File: config.mk
export PLATFORM = sky130hd
export DESIGN_NAME = tmr_countdown
export DESIGN_NICKNAME = d
export VERILOG_FILES = /design/src/rtl/tmr_pkg.sv /design/src/rtl/tmr_core.sv /design/src/rtl/tmr_regs.sv /design/src/rtl/tmr_countdown.sv
export SDC_FILE = /design/constraint.sdc
export NUM_CORES = 1
export LEC_CHECK = 0
export ABC_AREA = 1
export BUFFER_PORTS_ARGS = -buffer_cell sky130_fd_sc_hd__buf_2
export CAP_MARGIN = 20
export CORE_MARGIN = 2
export CORE_UTILIZATION = 65
export CTS_BUF_LIST = sky130_fd_sc_hd__clkbuf_16
export CTS_CLUSTER_DIAMETER = 60
export DETAILED_ROUTE_END_ITERATION = 8
export HOLD_SLACK_MARGIN = 0.08
export PLACE_DENSITY = 0.94
export SLEW_MARGIN = 20
export SYNTH_ARGS = -nofsm -noshare
export SYNTH_HDL_FRONTEND = slang
export SYNTH_SLANG_ARGS = --single-unit
File: constraint.sdc
create_clock -name clk -period 7.79 [get_ports clk]
set_input_delay 1.9475 -clock clk [delete_from_list [all_inputs] [get_ports clk]]
set_output_delay 1.9475 -clock clk [all_outputs]
set_load 0.01 [all_outputs]
File: src/rtl/tmr_pkg.sv
`timescale 1ns/1ps
package tmr_pkg;
  localparam int unsigned OFS_LOAD  = 'h00;
  localparam int unsigned OFS_CNT   = 'h08;
  localparam int unsigned OFS_STAT  = 'h18;
  localparam int unsigned CTL_OFS_A = 'h10;
  localparam int unsigned CTL_OFS_B = 'h1C;
  localparam int          CTL_W     = 3;

  // bit 0 run, bit 1 single count, bit 2 unmask
  typedef struct packed {
    logic unmask;
    logic oneshot;
    logic en;
  } ctl_t;
endpackage

File: src/rtl/tmr_core.sv
`timescale 1ns/1ps
module tmr_core #(
  parameter int CNT_W = 64
) (
  input  logic             clk,
  input  logic             rst,
  input  logic             en,
  input  logic             oneshot,
  input  logic             start,
  input  logic [CNT_W-1:0] load,
  output logic [CNT_W-1:0] cnt,
  output logic             evt
);
  logic [CNT_W-1:0] cnt_q;
  logic             done_q;
  logic             zero;

  assign zero = (cnt_q == '0);
  assign evt  = en & zero & (~oneshot | ~done_q);
  assign cnt  = cnt_q;

  always_ff @(posedge clk) begin
    if (rst) begin
      cnt_q  <= '0;
      done_q <= 1'b0;
    end else if (start) begin
      cnt_q  <= load;
      done_q <= 1'b0;
    end else if (en) begin
      if (zero) begin
        if (!oneshot) cnt_q <= load;
        else if (evt) done_q <= 1'b1;
      end else begin
        cnt_q <= cnt_q - CNT_W'(1);
      end
    end
  end

  a_r3_load_on_start: assert property (@(posedge clk) disable iff (rst)
    start |=> cnt_q == $past(load));
  a_r3_step_down: assert property (@(posedge clk) disable iff (rst)
    (en && !zero) |=> cnt_q == $past(cnt_q) - CNT_W'(1));
  a_r4_reload: assert property (@(posedge clk) disable iff (rst)
    (en && !oneshot && zero) |=> cnt_q == $past(load));
  a_r5_hold_zero: assert property (@(posedge clk) disable iff (rst)
    (en && oneshot && zero) |=> cnt_q == '0);
  a_r6_frozen: assert property (@(posedge clk) disable iff (rst)
    (!en && !start) |=> $stable(cnt_q));
endmodule

File: src/rtl/tmr_regs.sv
`timescale 1ns/1ps
module tmr_regs import tmr_pkg::*; #(
  parameter int          ADDR_W   = 5,
  parameter int          DATA_W   = 32,
  parameter int          WORDS    = 2,
  parameter int unsigned CTRL_OFS = CTL_OFS_A
) (
  input  logic                    clk,
  input  logic                    rst,
  input  logic [ADDR_W-1:0]       addr,
  input  logic                    we,
  input  logic [DATA_W-1:0]       wdata,
  input  logic                    evt,
  input  logic [DATA_W*WORDS-1:0] cnt,
  output logic [DATA_W*WORDS-1:0] load,
  output ctl_t                    ctl,
  output logic                    start,
  output logic [DATA_W-1:0]       rdata,
  output logic                    irq
);
  localparam int unsigned STRIDE = DATA_W / 8;

  logic [DATA_W-1:0] load_w [WORDS];
  ctl_t              ctl_q, ctl_d;
  logic              stat_q, stat_d;
  logic              ctl_wr, stat_clr;
  logic [DATA_W-1:0] rd_d;

  for (genvar g = 0; g < WORDS; g++) begin : g_load
    always_ff @(posedge clk) begin
      if (rst) load_w[g] <= '0;
      else if (we && addr == ADDR_W'(OFS_LOAD + STRIDE * g)) load_w[g] <= wdata;
    end
    assign load[g*DATA_W +: DATA_W] = load_w[g];
  end

  assign ctl_wr   = we && (addr == ADDR_W'(CTRL_OFS));
  assign stat_clr = we && (addr == ADDR_W'(OFS_STAT)) && wdata[0];
  assign ctl_d    = ctl_wr ? ctl_t'(wdata[CTL_W-1:0]) : ctl_q;
  assign start    = ctl_wr && wdata[0] && !ctl_q.en;
  assign stat_d   = evt | (stat_q & ~stat_clr);
  assign ctl      = ctl_q;

  always_ff @(posedge clk) begin
    if (rst) begin
      ctl_q  <= '0;
      stat_q <= 1'b0;
      irq    <= 1'b0;
    end else begin
      ctl_q  <= ctl_d;
      stat_q <= stat_d;
      irq    <= stat_d & ctl_d.unmask;
    end
  end

  always_comb begin
    rd_d = '0;
    for (int k = 0; k < WORDS; k++) begin
      if (addr == ADDR_W'(OFS_LOAD + STRIDE * k)) rd_d = load_w[k];
      if (addr == ADDR_W'(OFS_CNT + STRIDE * k))  rd_d = cnt[k*DATA_W +: DATA_W];
    end
    if (addr == ADDR_W'(CTRL_OFS)) rd_d = {{(DATA_W-CTL_W){1'b0}}, ctl_q};
    if (addr == ADDR_W'(OFS_STAT)) rd_d = {{(DATA_W-1){1'b0}}, stat_q};
  end

  always_ff @(posedge clk) begin
    if (rst) rdata <= '0;
    else     rdata <= rd_d;
  end

  a_r8_set_wins: assert property (@(posedge clk) disable iff (rst)
    evt |=> stat_q);
  a_r7_clear: assert property (@(posedge clk) disable iff (rst)
    (stat_clr && !evt) |=> !stat_q);
  a_r7_sticky: assert property (@(posedge clk) disable iff (rst)
    (stat_q && !stat_clr) |=> stat_q);
  a_r9_irq_gate: assert property (@(posedge clk) disable iff (rst)
    irq == (stat_q & ctl_q.unmask));
endmodule

File: src/rtl/tmr_countdown.sv
`timescale 1ns/1ps
module tmr_countdown import tmr_pkg::*; #(
  parameter int          ADDR_W   = 5,
  parameter int          DATA_W   = 32,
  parameter int          WORDS    = 2,
  parameter int unsigned CTRL_OFS = CTL_OFS_A
) (
  input  logic              clk,
  input  logic              rst,
  input  logic [ADDR_W-1:0] bus_addr,
  input  logic              bus_we,
  input  logic [DATA_W-1:0] bus_wdata,
  output logic [DATA_W-1:0] bus_rdata,
  output logic              irq
);
  localparam int CNT_W = DATA_W * WORDS;

  logic [CNT_W-1:0] load, cnt;
  ctl_t             ctl;
  logic             start, evt;

  tmr_regs #(
    .ADDR_W(ADDR_W), .DATA_W(DATA_W), .WORDS(WORDS), .CTRL_OFS(CTRL_OFS)
  ) u_regs (
    .clk(clk), .rst(rst), .addr(bus_addr), .we(bus_we), .wdata(bus_wdata),
    .evt(evt), .cnt(cnt), .load(load), .ctl(ctl), .start(start),
    .rdata(bus_rdata), .irq(irq)
  );

  tmr_core #(.CNT_W(CNT_W)) u_core (
    .clk(clk), .rst(rst), .en(ctl.en), .oneshot(ctl.oneshot), .start(start),
    .load(load), .cnt(cnt), .evt(evt)
  );

  a_r1_quiet_after_reset: assert property (@(posedge clk)
    rst |=> (!irq && bus_rdata == '0));
endmodule

-- After elaboration in Yosys (flattened, before gate mapping)
Memories as Yosys holds them, arrays and structs flattened.
Cells that the tools add are included.
- memories: 1
- flip-flop bits (word level): 102
- RAM bits: 64
- input port bits: 40
- logic and storage cells: 66
- multiplexer cells: 21
- eq/ne operators: 6
- bitwise logic cells: 11
- reductions and logical operators: 16
- add/subtract/negate cells: 1
- memories (memory ; depth ; width ; read ports ; clocked after memory_dff ; write ports ; line ; text):
    u_regs.load_w ; 2 ; 32 ; 2 ; 0 ; 2 ; tmr_regs.sv:23 ; logic [DATA_W-1:0] load_w [WORDS];
- operator list (operator ; number):
    two-way mux 64 bit ; 4
    two-way mux 32 bit ; 6
    logical NOT 64 bit ; 1
    subtractor 64 x 1 -> 64 bit (second input constant) ; 1
    equality test 5 x 4 -> 1 bit (second input constant) ; 2
    equality test 5 bit (second input constant) ; 2
    two-way mux 1 bit ; 9
    logical AND 1 bit ; 7
    two-way mux 3 bit ; 2
    equality test 5 x 3 -> 1 bit (second input constant) ; 1
    logical NOT 5 bit ; 1
    bitwise AND 1 bit ; 4
    OR 1 bit ; 4
    AND reduction 4 bit ; 1
    OR reduction 2 bit ; 2
    != test 3 bit (second input constant) ; 1
    inverter 1 bit ; 3
    OR reduction 3 bit ; 1
    AND reduction 2 bit ; 1
    nonzero test 2 bit ; 1
    logical NOT 1 bit ; 1

-- Logic depth before layout (Yosys ltp)
Gate-level depths: netlist (run 1).
- depth in word-level cells: 7
- gate-level depth with buffers: 15
- gate-level depth less buffers: 13

-- Modules after synthesis
A second synthesis (run 1) with hierarchy kept.
- cell total of the unflattened synthesis: 1344
- area, all modules: 9336.5 µm²
- by module, submodules not included (module ; times used ; cells each ; sequential area each (µm²) ; area each (µm²)):
    tmr_core ; 1 ; 905 ; 1301.2 ; 5076.1
    tmr_regs ; 1 ; 439 ; 2662.6 ; 4260.3

-- Worst setup path before layout (run 1)
OpenSTA, ideal clock, no wires.
- path type: input-to-reg
- start: input bus_addr[3]
- end: memory u_regs.load_w[0][0], enable pin
- slack: 2506 ps
- buffers on the path: 1
- setup time: 466 ps
- cell stages on the path: 4
- arrival time: 4819 ps
- cells stage by stage: nor2_1 > nand3_1 > clkbuf_1 > o21ai_0
- RTL lines (item ; line ; text):
    start, declared ; tmr_countdown.sv:10 ; input logic [ADDR_W-1:0] bus_addr,
    end, declared ; tmr_regs.sv:23 ;

-- Worst setup path after layout (run 1)
- start: input bus_addr[3]
- end: register u_core.cnt_q[37], in the netlist u_core.cnt[37]
- longest elaborated chain between the ends: 6
- elaborated cells between the ends (all ways): 8
- ends and longest elaborated chain (item ; line ; text):
    equality test 5 bit * ; tmr_regs.sv:37 ; assign ctl_wr = we && (addr == ADDR_W'(CTRL_OFS));
    logical AND 1 bit * ; tmr_regs.sv:37 ;
    logical AND 1 bit * (2 in series) ; tmr_regs.sv:40 ; assign start = ctl_wr && wdata[0] && !ctl_q.en;
    != test 3 bit (no line) / nonzero test 2 bit (equally long branches) ; n/a ;
    AND reduction 2 bit (no line) ; n/a ;
    end signal, assigned ; tmr_core.sv:27 ; cnt_q <= load;
    end signal, assigned ; tmr_core.sv:31 ; if (!oneshot) cnt_q <= load;
    end signal, assigned ; tmr_core.sv:34 ; cnt_q <= cnt_q - CNT_W'(1);
    end, declared ; tmr_core.sv:14 ; logic [CNT_W-1:0] cnt_q;
Mark *: on every way between the ends. The rest lies on a longest branch, timed or not.
A chain may end at the register's enable or synchronous reset.

==> impl_metrics.tcl, run 1 <==
set metrics [dict create \
    drt_first_pass_iters 6 \
    path_cells "buf_2, nor2_1, nand2_2, nor2_4, nand2_2, nor2_4, nand2_4, nand2_4, buf_4, inv_2, nand2_1, nand3_1, a21oi_1" \
    relSlewSlack 0.240 \
    cts_buffers 17 \
    multi_input_area_mm2 0.00460 \
    cts_tree "built" \
    skew_ps 14.7 \
    outcome "completed" \
    slowest_stage "buf_4" \
    grt_util_met1 0.547 \
    rows 44 \
    dieWidth_um 126 \
    wl_per_cell_um 18.2 \
    worstPathRequired_ps 8160 \
    path_buf_inv 3 \
    layout-drive-gt1-share 0.107 \
    yosysTopAreaCell "dfxtp_1" \
    final_cells 1696 \
    routed_wl_um 30900 \
    power.density_mw_per_mm2 232 \
    num_io_pins 73 \
    final_area_mm2 0.0106 \
    post_cts.repair.setup_buffers 0 \
    min_period_ps 4380 \
    worst_slew_pin_slew_ps 1140 \
    fill_cells 1165 \
    tns_ps 0 \
    ys_types 35 \
    initial_core_util 0.665 \
    fmax_ghz 0.229 \
    use_met3 0.119 \
    grt_max_degree 56 \
    setup-violations-final 0 \
    clk_latency_ps 450 \
    cp_max_fo 52 \
    detail_route.vias_per_cell 5.87 \
    syn-num-nets 1493 \
    arrival_ps 4750 \
    cts-root-buf "clkbuf_16" \
    p_leak_nw 5.44 \
    start_kind "primary input" \
    dieArea_mm2 0.0158 \
    final_nets 1540 \
    met2_usage 0.573 \
    grt_overflow 0 \
    rsz0062_at_grt "no" \
    synthesis.area_mm2 0.00963 \
    coreArea_mm2 0.0145 \
    cts_sinks 166 \
    synth.avg_cell_area_um2 6.63 \
    track_usage 0.393 \
    grt_pass1_vias 8848 \
    cap_violations 0 \
    clk_pin_slew_ps 80 \
    dpl_cell_area_mm2 0.0100 \
    dp_cells 1663 \
    finalHoldViolations 0 \
    top_usage_layer "met2" \
    worstSetupEndpointType "register" \
    antenna_found_initial 1 \
    min_path_type "reg2reg" \
    drv_slew 0 \
    drtAntennaViolNets 0 \
    vias 9959 \
    die_h_um 126 \
    cts-hold-fix-buffers 0 \
    postCtsResizedCells 0 \
    ys_warn_count 0 \
    synth_seq_area_share 0.412 \
    path_delay_family "simple AND/OR/NAND/NOR gates" \
    routabilityCongestion 1.03 \
    clockBufferDepth 2 \
    slowest_delay_ps 610 \
    synth_area_leaders "dfxtp_1 (21%), edfxtp_1 (20%), nand2_1 (14%)" \
    htree_num_levels 4 \
    finalPower_w 0.00246 \
    path_class "in2reg" \
    hpwl_um 22200 \
    syn2layout_area_growth_pct 10.1 \
    seq_area_mm2 0.00396 \
    place.port_buffers 72 \
    grt_pass1_wl_um 47800 \
    ir_worst_vdd_mv 0.230 \
    finalCritPeriodShare 0.562 \
    post-route-drc-count 0 \
    dr.first_iter.drc_count 1777 \
    ys_seq_elements 166 \
    synth_cells 1451 \
    synth_top_area_frac 0.212 \
]
-- final cells by class --
cell class | instances | share of cell area
tap | 184 | 0.0217
sequential | 166 | 0.374
antenna | 1 | 0.000236
clock inverter | 15 | 0.0152
multi-input combinational | 1023 | 0.435
clock buffer | 17 | 0.0401
timing repair buffer | 80 | 0.0397
inverter | 210 | 0.0744
-- state kept, by name (all words and copies together) (netlist names) --
| name | count |
|---|---|
| u_regs.ctl | 3 |
| u_regs.rdata | 32 |
| u_regs.stat_q | 1 |
| u_core.done_q | 1 |
| u_core.cnt | 64 |
| u_regs.irq | 1 |
| u_regs.load_w | 64 |
-- per-layer routing --
layer | vias up | wire length, um
met1 | 4458 | 11900
met2 | 792 | 13100
met3 | 97 | 4660
li1 | 4612 | -
met5 | - | 0
met4 | 0 | 1210
-- metrics by stage --
stage | setup slack, ps | util | hold slack [ps]
detailed placement | 3100 | 0.691 | 486
floorplan | 2510 | - | 456
CTS | 3540 | 0.732 | 498
finish | 3410 | 0.732 | 502
global placement | 3030 | 0.691 | 478
global route | 3280 | 0.732 | 547
-- layout by cell type, fill, tap and decap left out, types with 17 or more instances in the layout --
cell	netlist	routed
a21oi_1	73	73
buf_2	9	72
clkbuf_16	0	17
dfxtp_1	102	102
edfxtp_1	64	64
inv_1	205	206
nand2_1	351	350
nand3_1	53	52
nor2_1	329	329
nor2_2	23	23
o21ai_0	80	78
o21ai_1	17	17
o22ai_1	26	26
xor2_1	28	28
-- logic make-up after synthesis --
logic type,after synthesis,share of synthesized area
and+or+nand+nor,785,0.333
adders and majority gates,2,0.00260
AOI/OAI and AO/OA,207,0.115
xor gates and xnor gates,29,0.0264
DFF,166,0.412
buffers and inverters,262,0.112
-- path summary, 6_finish.rpt --
| kind | start | to | slack, ps | cells past startpoint |
|---|---|---|---|---|
| worst max-delay path | bus_addr[3] | u_core.cnt[37] | 3410 | 13 |
| worst min-delay path | u_regs.stat_q | u_regs.stat_q | 500 | 2 |
| worst max register to register | u_core.cnt[0] | u_core.cnt[37] | 4530 | 13 |
| worst min register to register | u_regs.stat_q | u_regs.stat_q | 500 | 2 |
-- synth_stat cells --
master    instances
xor2_1           28
a21oi_1          73
clkinv_1          1
clkbuf_1         27
buf_4             6
xnor2_1           1
a21boi_0          1
o31ai_1           1
buf_6             6
o21ai_0          80
and2_1            1
inv_1           205
nand3b_1          1
nor3_1            2
nor2_2           23
inv_2             4
nand3_4           1
buf_8             1
ha_1              2
nand2_2           8
a41oi_1           1
dfxtp_1         102
o22ai_1          26
edfxtp_1         64
o21ai_1          17
nor2_4            8
a31oi_1           2
nand2_1         351
nor2_1          329
buf_1             3
nand4_1           5
nand2_4           3
nand3_1          53
o221ai_1          6
buf_2             9
-- where the power goes --
part	internal (W)	switching, W
clock	0.000455	0.000398
combinational	0.000182	0.000476
sequential	0.000927	0.0000233
-- worst reg2reg max path: cells and delay by family (launching register included) --
kind	cells	cell delay, ps
AND/OR/NAND/NOR	8	1330
flip-flops	1	330
AO/OA/AOI/OAI	1	190
buffers and inverters	3	1110
adder cells (fa/ha/maj)	1	220
Power figures use the tool's default switching activity.
==> inputs of run 2 (changes only) <==
- ABC_AREA: 1 -> 0
- CORE_UTILIZATION: 65 -> 54
- PLACE_DENSITY: 0.94 -> 0.85
- clock period: 7.79 -> 3.8 ns (I/O delays scaled with it)
==> run 2 against run 1 <==
Register-to-register slack lost 4100 ps. Highest routed layer is now met5. Critical endpoint is now u_core.cnt[62]. Setup slack lost 3000 ps. Clock power grew 120%. Total power grew 130%. Non-clock buffer count grew 33. Synthesized area shrank 12%. Via count shrank 20%.
==> impl_metrics.tcl, run 2 <==
set metrics [dict create \
    min_period_ps 3350 \
    r2r_slack_ps 450 \
    cpMostUsedCell "nor4b_1" \
    cts-hold-fix-buffers 0 \
    mostFrequentLayoutCell "dfxtp_1" \
    num_io_pins 73 \
    detail_route.vias_per_cell 6.60 \
    slowest_stage "nor4b_1" \
    arrival_ps 3680 \
    post_cts.repair.setup_buffers 0 \
    fmax_ghz 0.299 \
    reg2reg_depth 10 \
    grt_pass1_wl_um 39700 \
    cp_max_fo 10 \
    clock_power_share 0.333 \
    finalCritPeriodShare 0.881 \
    setup.worst_path.start "u_core.cnt[1]" \
    ir_worst_vdd_mv 0.369 \
    clk_latency_ps 440 \
    yosysTopAreaCell "dfxtp_1" \
    reg2reg_to "u_core.cnt[62]" \
    relSlewSlack 0.366 \
    place.port_buffers 72 \
    routed_wl_um 25200 \
    tns_ps 0 \
    clk_pin_slew_ps 70 \
    hold_path_depth 2 \
    rr_startpoint "u_core.cnt[1]" \
    grt_overflow 0 \
    hp-start "u_core.cnt[20]" \
    worstSetupEndpointType "register" \
    cts_sinks 166 \
    coreArea_mm2 0.0153 \
    cell_internal_pwr_w 0.00372 \
    path_buf_inv 2 \
    dieArea_mm2 0.0167 \
    cap_violations 0 \
    synth-xor-area-share 0 \
    rsz0062_at_grt "no" \
    drv_slew 0 \
    syn-num-nets 964 \
    path_delay_family "simple AND/OR/NAND/NOR gates" \
    syn2layout_area_growth_pct 15.0 \
    grt_pass1_vias 7425 \
    switching_share 0.339 \
    grt_max_degree 57 \
    post-route-drc-count 0 \
    drtAntennaViolNets 0 \
    num_antenna_cells 0 \
    synth.avg_cell_area_um2 9.18 \
    hold-path-endpoint "u_core.cnt[20]" \
    synth_cells 922 \
    yosys-top-cells-count "dfxtp_1 (102), a21oi_1 (75), and2_1 (71)" \
    finalHoldViolations 0 \
    dr.first_iter.drc_count 1202 \
    seq_power_share 0.348 \
    final_nets 1022 \
    synthesis.area_mm2 0.00847 \
    worstPathRequired_ps 4130 \
    setup-violations-final 0 \
    synth-edff-count 64 \
    path_class "reg2reg" \
    hpwl_um 16700 \
    synth_fa_ha_area_frac 0.00296 \
    outcome "completed" \
    routabilityCongestion 0.946 \
    p_switching_w 0.00191 \
    slowest_delay_ps 550 \
    p_leak_nw 3.79 \
    track_usage 0.309 \
    dpl_worst_slack_ps 398 \
    vias 7943 \
    layout-drive-gt1-share 0.200 \
    synth_top_family_by_area "simple AND/OR/NAND/NOR gates" \
    antenna_found_initial 1 \
    cts_tree "built" \
    synthSimpleGateAreaFrac 0.240 \
    rows 45 \
    wl_per_cell_um 20.9 \
    path_cells "inv_1, ha_1, nor4b_1, buf_4, and4_1, nand2_2, or3_1, nor4b_1, o21ai_0, a32o_1" \
    initial_core_util 0.555 \
    hold_ws_ps 497 \
    synth_area_leaders "dfxtp_1 (24%), edfxtp_1 (23%), and2_1 (5.2%)" \
    synth_compound_area_frac 0.189 \
    synthArstFlopShare 0 \
    cts-root-buf "clkbuf_16" \
    drt_first_pass_iters 6 \
    ys_seq_elements 166 \
    skew_ps 13.9 \
    htree_num_levels 4 \
    fin_ws_ps 453 \
    synth_seq_area_share 0.468 \
    clockBufferDepth 2 \
    power.density_mw_per_mm2 578 \
    synth_top_area_frac 0.241 \
    cts_buffers 17 \
    ys_types 65 \
    worst_slew_pin_slew_ps 946 \
    postCtsResizedCells 0 \
    min_path_type "reg2reg" \
    die_h_um 129 \
    yosysMostFrequentCell "dfxtp_1" \
    final_cell_mix "dfxtp_1 (102), a21oi_1 (75), buf_2 (72), and2_1 (71), o21ai_0 (67)" \
    yosys_most_used_dff "dfxtp_1" \
    muxShareOfSynthArea 0.0501 \
    combinationalPowerShare 0.320 \
    dieWidth_um 129 \
    start_kind "register" \
    ys_warn_count 0 \
]
-- run 2: cell count changes after synthesis, moves of 16 or more --
cell      previous run  this run
and2_1               1        71
inv_1              205        22
o32ai_1              0        18
nor2_1             329        61
a211oi_1             0        16
nor2_2              23         0
nor3_1               2        50
mux2_2               0        25
nand2_1            351        56
clkbuf_1            27        45
o21ai_1             17         1
nand3_1             53        33
nor4_1               0        26
xor2_1              28         0
-- run 2: logic make-up (layout without fill, tap and decap cells) --
kind of cell             count (synthesis)  in the layout
AO/OA/AOI/OAI                          254            254
multiplexers                            38             38
AND/OR/NAND/NOR                        366            366
adder cells (fa/ha/maj)                  2              2
flip-flops                             166            166
buffers and inverters                   96            167
-- run 2: layout make-up --
class / instances / area (um2)
Inverter: 22 / 82.6
Sequential cell: 166 / 3960
Clock inverter: 15 / 210
Multi-Input combinational cell: 660 / 4100
Clock buffer: 17 / 425
Tap cell: 211 / 264
Fill cell: 1274 / 5520
Timing Repair Buffer: 113 / 693
-- run 2: stage by stage --
stage | utilization | instances | total power, W | area (um2)
floorplan | - | 922 | 0.00329 | 8470
global placement | 0.597 | 1172 | 0.00368 | 9110
detailed placement | 0.597 | 1172 | 0.00371 | 9110
CTS | 0.638 | 1204 | 0.00556 | 9740
global route | 0.638 | 1204 | 0.00586 | 9740
finish | 0.638 | 1204 | 0.00563 | 9740
-- run 2: metal layers --
metal	track usage	vias to the layer above	part of all wire
met5	0	-	0.00052
met3	0.0644	134	0.11
li1	-	3557	-
met4	0.172	2	0.058
met1	0.409	3681	0.39
met2	0.475	569	0.44
-- run 2: power groups by stage --
stage | registers [W] | clock network (W) | logic (W)
after global placement | 0.00199 | 0 | 0.00169
final | 0.00196 | 0.00187 | 0.00180
after global routing | 0.00196 | 0.00196 | 0.00195
after CTS | 0.00195 | 0.00187 | 0.00174
after floorplan | 0.00197 | 0 | 0.00132
after detailed placement | 0.00199 | 0 | 0.00172
-- run 2: worst max path at each step --
stage | to | slack (ps) | cells past startpoint
2_1_floorplan | u_regs.load_w[0][0] | 280 | 4
3_3_place_gp | u_core.cnt[48] | 490 | 8
3_5_place_dp | u_core.cnt[48] | 400 | 8
4_1_cts | u_core.cnt[62] | 540 | 10
5_1_grt | u_core.cnt[62] | 340 | 10
6_report | u_core.cnt[62] | 450 | 10
-- run 2: tightest hold or removal path: stages, from the launching register on --
cell and delay, ps:
dfxtp_1 340, nand2_1 60, a21oi_1 50
==> inputs of run 3 (changes only) <==
- CORE_UTILIZATION: 54 -> 34
- PLACE_DENSITY: 0.85 -> 0.61
==> run 3 against run 2 <==
Critical path depth down 3. Count of clock-buffer cells in the layout stayed put. Via count shrank 4.0%. Clock skew fell by 3.1 ps. Routed wire length grew 6.2%. Critical path type unchanged. Sequential power barely moved. Sequential cell count is the same. Core utilization down 24 points. Total power down 5.3%. Largest power group unchanged.
==> impl_metrics.tcl, run 3 (synthesis gave the netlist of run 2 again) <==
set metrics [dict create \
    fmax_ghz 0.305 \
    wl_per_cell_um 20.3 \
    arrival_ps 3620 \
    slowest_stage "or4_2" \
    final_area_mm2 0.00979 \
    worst_slew_pin_slew_ps 953 \
    cts-hold-fix-buffers 0 \
    final_nets 1024 \
    grt_pass1_vias 7231 \
    relSlewSlack 0.362 \
    clk_pin_slew_ps 70 \
    post-route-drc-count 0 \
    drv_slew 0 \
    antenna_found_initial 0 \
    post_cts.repair.setup_buffers 0 \
    rsz0062_at_grt "no" \
    dpl_worst_slack_ps 563 \
    track_usage 0.207 \
    die_h_um 162 \
    finalCritPeriodShare 0.863 \
    setup.worst_path.start "u_core.cnt[53]" \
    clockBufferDepth 2 \
    tns_ps 0 \
    min_period_ps 3280 \
    routabilityCongestion 0.886 \
    grt_pass1_wl_um 42200 \
    vias 7626 \
    cts_buffers 17 \
    dieArea_mm2 0.0262 \
    postCtsResizedCells 0 \
    coreArea_mm2 0.0244 \
    cap_violations 0 \
    syn2layout_area_growth_pct 15.6 \
    path_buf_inv 1 \
    htree_num_levels 4 \
    skew_ps 10.8 \
    clock_power_share 0.292 \
    setup-violations-final 0 \
    drtAntennaViolNets 0 \
    rows 57 \
    slowest_delay_ps 730 \
    switching_share 0.362 \
    fin_ws_ps 520 \
    hp-start "u_core.cnt[20]" \
    rr_startpoint "u_core.cnt[53]" \
    path_delay_family "simple AND/OR/NAND/NOR gates" \
    path_cells "or4_2, nor4_2, nand4_2, o21ai_4, buf_4, o21ai_0, a32o_1" \
    grt_overflow 0 \
    seq_power_share 0.367 \
    cts_sinks 166 \
    power.density_mw_per_mm2 544 \
    dr.first_iter.drc_count 841 \
    cell_internal_pwr_w 0.00340 \
    worstSetupEndpointType "register" \
    cts_tree "built" \
    outcome "completed" \
    combinationalPowerShare 0.342 \
    p_switching_w 0.00193 \
    place.port_buffers 72 \
    dieWidth_um 162 \
    layout-drive-gt1-share 0.202 \
    num_io_pins 73 \
    path_class "reg2reg" \
    min_path_type "reg2reg" \
    num_antenna_cells 0 \
    ir_worst_vdd_mv 0.315 \
    clk_latency_ps 440 \
    mostFrequentLayoutCell "dfxtp_1" \
    finalHoldViolations 0 \
    fill_cells 2472 \
    final_cell_mix "dfxtp_1 (102), a21oi_1 (75), buf_2 (72), and2_1 (71), o21ai_0 (67)" \
    initial_core_util 0.347 \
    routed_wl_um 26800 \
    p_leak_nw 3.76 \
    cts-root-buf "clkbuf_16" \
    cp_max_fo 22 \
    grt_max_degree 45 \
    drt_first_pass_iters 7 \
    dpl_cell_area_mm2 0.00928 \
    hpwl_um 18300 \
    worstPathRequired_ps 4140 \
    start_kind "register" \
    detail_route.vias_per_cell 5.78 \
]
## run 3: changes by cell type in the layout (fill, tap and decap cells not counted), sizes merged
cell | before | now
clkinv | 3 | 11
bufinv | 5 | 0
buf | 113 | 115
clkinvlp | 3 | 1
inv | 26 | 25
## run 3: worst min-delay path: cells and delay by family, from the launching register on
kind             cells  cell delay [ps]
AO/OA/AOI/OAI        1               50
flip-flops           1              340
AND/OR/NAND/NOR      1               60
## run 3: final cells by class
class / count / area [um2] / share of cell area
inverter: 22 / 82.6 / 0.00843
multi-input combinational: 660 / 4110 / 0.419
tap: 324 / 405 / 0.0414
timing repair buffer: 115 / 721 / 0.0736
sequential: 166 / 3960 / 0.405
clock buffer: 17 / 425 / 0.0434
clock inverter: 15 / 90.1 / 0.00920
## run 3: through the flow
| step | hold WS [ps] | std cells | power (W) | util |
|---|---|---|---|---|
| 6_report | 499 | 1319 | 0.00533 | 0.402 |
| 5_1_grt | 529 | 1319 | 0.00561 | 0.402 |
| 4_1_cts | 499 | 1319 | 0.00533 | 0.401 |
| 3_5_place_dp | 486 | 1287 | 0.00377 | 0.380 |
| 3_3_place_gp | 482 | 1287 | 0.00376 | 0.380 |
| 2_1_floorplan | 453 | 922 | 0.00329 | - |
## run 3: power by group through the flow
stage	clock network, W	logic, W	registers, W
after floorplan	0	0.00132	0.00197
after global placement	0	0.00177	0.00199
after detailed placement	0	0.00178	0.00199
after CTS	0.00159	0.00179	0.00195
after global routing	0.00166	0.00200	0.00196
final	0.00155	0.00182	0.00195
## run 3: path summary, 6_finish.rpt
path	endpoint	depth (start not counted)	slack (ps)
setup reg to reg	u_core.cnt[25]	7	520
hold / removal	u_core.cnt[20]	2	500
setup / recovery	u_core.cnt[25]	7	520
hold reg to reg	u_core.cnt[20]	2	500
## run 3: per-layer routing
| layer | up-vias | part of all wire | track usage |
|---|---|---|---|
| met5 | - | 0 | 0 |
| met4 | 0 | 0.018 | 0.0648 |
| met3 | 40 | 0.061 | 0.0350 |
| met2 | 297 | 0.47 | 0.331 |
| met1 | 3716 | 0.45 | 0.286 |
| li1 | 3573 | - | - |
